$ cat src/rtl/mem_fault_chk_pkg.sv
package mem_fault_chk_pkg;
    localparam int ADDR_W  = 32;
    localparam int FAULT_W = 6;

    localparam int F_UNALIGN  = 0;
    localparam int F_DERR     = 1;
    localparam int F_DEXC     = 2;
    localparam int F_IERR     = 3;
    localparam int F_IEXC     = 4;
    localparam int F_STOREERR = 5;

    typedef enum logic [1:0] {
        K_READ  = 2'd0,
        K_WRITE = 2'd1,
        K_FETCH = 2'd2
    } kind_e;

    typedef enum logic [1:0] {
        V_A = 2'd0,
        V_B = 2'd1
    } variant_e;

    typedef struct packed {
        logic               valid;
        logic [ADDR_W-1:0]  addr;
        logic [FAULT_W-1:0] fault;
    } result_t;

    function automatic logic in_win(input logic [ADDR_W-1:0] a,
                                    input logic [ADDR_W-1:0] lo,
                                    input logic [ADDR_W-1:0] hi);
        return (a >= lo) && (a <= hi);
    endfunction
endpackage

$ cat src/rtl/mfc_rules_b.sv
module mfc_rules_b
    import mem_fault_chk_pkg::*;
(
    input  logic [ADDR_W-1:0]  addr,
    input  logic               misaligned,
    input  logic [1:0]         kind,
    input  logic               boot_en,
    output logic [FAULT_W-1:0] fault
);
    logic err_win, exc_all, exc_hi, boot_win;

    always_comb begin
        fault    = '0;
        err_win  = in_win(addr, 32'hFEFF_0600, 32'hFEFF_7FFF) ||
                   in_win(addr, 32'hFE80_0000, 32'hFEFE_FFFF);
        exc_all  = in_win(addr, 32'hFE00_0000, 32'hFE7F_FFFF);
        exc_hi   = in_win(addr, 32'hFE00_4000, 32'hFE7F_FFFF);
        boot_win = in_win(addr, 32'hFE00_0000, 32'hFE00_3FFF);
        fault[F_UNALIGN] = misaligned && (kind != 2'd3);
        case (kind)
            K_READ: begin
                fault[F_DERR] = err_win;
                fault[F_DEXC] = exc_all;
            end
            K_WRITE: begin
                fault[F_STOREERR] = err_win;
                fault[F_DEXC]     = exc_all;
            end
            K_FETCH: begin
                if (err_win)                  fault[F_IERR] = 1'b1;
                else if (exc_hi)              fault[F_IEXC] = 1'b1;
                else if (boot_win && !boot_en) fault[F_IEXC] = 1'b1;
            end
            default: fault = '0;
        endcase
    end
endmodule

$ cat config.mk
export PLATFORM = sky130hd
export DESIGN_NAME = mfc_rules_b
export DESIGN_NICKNAME = d
export VERILOG_FILES = /design/src/rtl/mem_fault_chk_pkg.sv /design/src/rtl/mfc_rules_b.sv
export SDC_FILE = /design/constraint.sdc
export NUM_CORES = 1
export LEC_CHECK = 0
export BUFFER_PORTS_ARGS = -buffer_cell sky130_fd_sc_hd__buf_2
export CELL_PAD_IN_SITES_DETAIL_PLACEMENT = 0
export CELL_PAD_IN_SITES_GLOBAL_PLACEMENT = 1
export CORE_AREA = 2 2 41 43
export DETAILED_ROUTE_END_ITERATION = 7
export DIE_AREA = 0 0 43 45
export GPL_ROUTABILITY_DRIVEN = 1
export PLACE_DENSITY = 0.85
export SLEW_MARGIN = 20
export SYNTH_ARGS = -nofsm -noshare
export SYNTH_HDL_FRONTEND = slang
export SYNTH_SLANG_ARGS = --single-unit
$ cat constraint.sdc
create_clock -name vclk -period 2.5
set_input_delay 0.625 -clock vclk [all_inputs]
set_output_delay 0.625 -clock vclk [all_outputs]
set_load 0.05 [all_outputs]
Yosys cells after proc, flatten, opt, wreduce, memory -nomap -nowiden --
Cells that the tools add are included.
Operators by class: $lt $le $gt $ge 8, multiplexer cells 9, reduce and logical (&&, ||, !) cells 12, equality and inequality tests 3
Operator list (number):
- $ge 32x32->1 const B | 4
- $le 32x32->1 const B | 4
- $mux 1 | 8
- $logic_and 1x1->1 | 7
- $reduce_or 3->1 | 1
- $eq 2x1->1 const B | 1
- $eq 2x2->1 const B | 1
- $logic_not 2->1 | 1
- $mux 2 | 1
- $ne 2x2->1 const B | 1
- $reduce_or 2->1 | 1
- $logic_not 1->1 | 1
- $logic_or 1x1->1 | 1
Word-level totals: input bits 36, output and inout port bits 6, bits in registers 0, word-level logic and storage cells 32

Depth between registers and ports, before layout --
depth after elaboration 7, gate-level depth with buffers 4, depth with buffers taken out 4

Least setup slack after synthesis --
No wires, ideal clock.
kind input port to output port, from in addr[29], to out fault[2], required time 1.875 ns, buffers on the path 0, path slack -0.474 ns, cell stages on the path 3, data arrival time 2.349 ns, cells stage by stage and4_1 > nand2_1 > nor4_1
On the way: cells in the longest elaborated chain, start to end 3, elaborated cells between the ends (all ways) 4, those cells by class order compare (2); mux (1); reduce/logical (1)
Ends and longest elaborated chain:
- from (decl) | RTL line mfc_rules_b.sv:4 | input logic [ADDR_W-1:0] addr,
- $ge 32x32->1 / $le 32x32->1 (equally long branches) | RTL line mem_fault_chk_pkg.sv:32 | return (a >= lo) && (a <= hi);
- $logic_and 1x1->1 * | RTL line mem_fault_chk_pkg.sv:32
- $mux 1 * | RTL line mfc_rules_b.sv:20 | case (kind)
- to (decl) | RTL line mfc_rules_b.sv:8 | output logic [FAULT_W-1:0] fault
Every way passes the cells marked *; elsewhere a longest branch is shown, timed or not.

Worst setup path after layout --
from in addr[15], to out fault[1]
On the way: cells in the longest elaborated chain, start to end 4, elaborated cells between the ends (all ways) 8, those cells by class order compare (4); mux (1); reduce/logical (3)
Ends and longest elaborated chain:
- $ge 32x32->1 / $le 32x32->1 (equally long branches) | RTL line mem_fault_chk_pkg.sv:32
- $logic_and 1x1->1 | RTL line mem_fault_chk_pkg.sv:32
- $logic_or 1x1->1 * | RTL line mfc_rules_b.sv:14 | err_win = in_win(addr, 32'hFEFF_0600, 32'hFEFF_7FFF) ||
- $mux 1 * | RTL line mfc_rules_b.sv:20
Marked as above.

==> results.tsv <==
stage	metric	value	unit
run_status	status	finished, final reports clean	
final_layout	commonest non-fill, non-tap cell in the layout	buf_2	
routing	total number of vias	439	
final_layout	final non-filler cell total	91	
die	I/O pin count	42	
synth	top post-synthesis cells by area	nand4_1 (10%), nand4b_4 (9.7%), nor4_4 (8.7%)	
final_layout	share of cells above drive strength 1	0.667	
setup_path	Critical-path top delay cell	a2111oi_4	
grt	initial antenna violation count	0	
sta	RSZ-0062 raised after global routing	yes	
die	die width	43	um
sta	fin crit share	0.964	
final_layout	FILL cells	162	
final_layout	seq_cells	0	
setup_path	cell mode on critical path	buf_6	
synth	Synth top area share	0.102	
synth	YS warnings	0	
final_layout	ANT cells	0	
routing	drt pass-1 iters	4	
setup_path	critical path arrival	1.79	ns
routing	top routing layer in use	met3	
setup_path	WS Path Type	in2out	
die	Core Region	0.00147	sq mm
routing	# DRC	0	
routing	DR WL/cell	9.81	um
placed_design	# port buffers	42	
die	die area	0.00194	sq mm
final_layout	Reg area	0	sq um
final_layout	most frequent cells in the layout	buf_2 (40), nand4_1 (4), nand2_1 (3), nand3_1 (3)	
final_layout	synth-to-layout area growth	110	%
sta	TNS Setup	0	ns
setup_path	CP endpoint kind	output pin	
worst_hold_path	hold path startpoint	kind[0]	
setup_path	Crit path required time	1.88	ns
grt	first-pass GRT wire length	1570	um
sta	fin crit period	2.41	ns
grt	GRT Residual Overflow	0	
placed_design	gpl congestion	0.598	
routing	WL final	893	um
job	MaxCap Viol Count	0	
sta	Slew @ Worst Pin	0.331	ns
pwr	Design Power	0.0000559	W
routing	met2 WL	403	um
setup_path	Crit Path Max Fanout	3	
pwr	Leak	0.260	nW
final_layout	layout clock buffer count	0	
grt	vias in the first global route	424	
sta	fmax	415	MHz
die	Initial Util	0.167	
setup_path	buffers plus inverters on the worst setup path	2	
pwr	pwr/cell area	109	mW/mm^2
synth	Post-Synthesis Net Count	68	
placed_design	Placed Cells	91	
setup_path	critical path, cell by cell	buf_6, nand4b_4, nor4_4, o21ai_2, a2111oi_4, buf_6	
final_layout	Nets	113	
clock_network	Post-CTS Hold Fix Bufs	0	
worst_hold_path	hold path depth	3	
final_layout	area of the multi-input gates	264	sq um
synth	Seq/Total Area, Yosys	0	
routing	remaining antenna violation count	0	
setup_path	Worst Setup SP	addr[15]	
synth	Synth Cell Area	245	sq um
synth	Mapped Avg Cell Area	7.66	sq um
setup_path	critical path launch point type	primary input	
synth	cells after synthesis	32	
pwr	Peak VDD IR	35.4	uV
grt	largest net degree at the start of global routing	7	
sta	Rel. slew slack	0.779	
sta	Setup WS post-layout	0.0888	ns
worst_hold_path	Hold Crit Class	in2out	
routing	M1 WL	358	um
sta	setup violators final	0	
routing	Starting DRT DRC Count	4	
die	die height	45	um
final_layout	Final Util	0.349	
placed_design	pre-CTS WS	-0.0252	ns
worst_hold_path	Worst Hold Endpoint	fault[1]	
synth	synth unique cells	20	
routing	DR vias/cell	4.82	
setup_path	CP max stage delay	0.30	ns
routing	metal3 WL	132	um
grt	Total GRT Usage	0.0971	
sta	Final Max Tran Viols	0	
synth	area leader, netlist	nand4_1	
die	Rows	14	
sta	Final Hold Vio Count	0	
setup_path	family with the most delay on the worst path	simple AND/OR/NAND/NOR gates	
[cell usage after synthesis]
cell	instances
nor3_1	2
nand2_1	3
nand4b_1	2
a31oi_1	1
nor2_1	2
a21boi_0	1
nand3_1	3
o21ai_2	1
and4b_1	1
nor4_4	1
a2111oi_2	1
and2_2	1
nand4b_4	1
and3_4	1
nand4_1	4
a21oi_1	2
nor4_1	2
nor4b_1	1
and4_1	1
and2b_1	1
[kinds of logic after synthesis]
family             synth area share
AOI/OAI and AO/OA             0.194
and+or+nand+nor               0.806
[area by class of cell]
type / instances / area share
Timing Repair Buffer: 43 / 0.448
Multi-Input combinational cell: 32 / 0.513
Tap cell: 16 / 0.0389
[timing repair]
item | 4_1_cts | 5_1_grt
gates cloned | 0 | 0
setup buffers | 0 | 0
gates resized for setup | 1 | 2
endpoints found under the setup margin | 1 | 1
[how the worst max path moves through the flow]
stage	end	slack [ns]	depth (start not counted)
after global placement	fault[1]	-0.03	6
after CTS	fault[1]	0.03	6
after global routing	fault[1]	-0.01	6
final	fault[1]	0.09	6
after floorplan	fault[3]	-0.07	4
after detailed placement	fault[1]	-0.03	6
[power breakdown]
group          internal [W]  switching [W]  total [W]  leakage, nW
clock                     0              0          0            0
combinational     0.0000300      0.0000260  0.0000559        0.260
sequential                0              0          0            0
total             0.0000300      0.0000260  0.0000559        0.260
[routing by layer]
metal  GRT usage  vias to the layer above
li1            -                      228
met1       0.123                      183
met2       0.191                       28
met3     0.00800                        0
met4           0                        0
met5           0                        -
[metrics by stage]
step / hold slack [ns] / area (sq um)
global placement: 1.60 / 502
finish: 1.60 / 514
detailed placement: 1.60 / 502
CTS: 1.60 / 504
floorplan: 1.31 / 264
global route: 1.61 / 514
No activity file was read; power rests on OpenSTA's default activity.
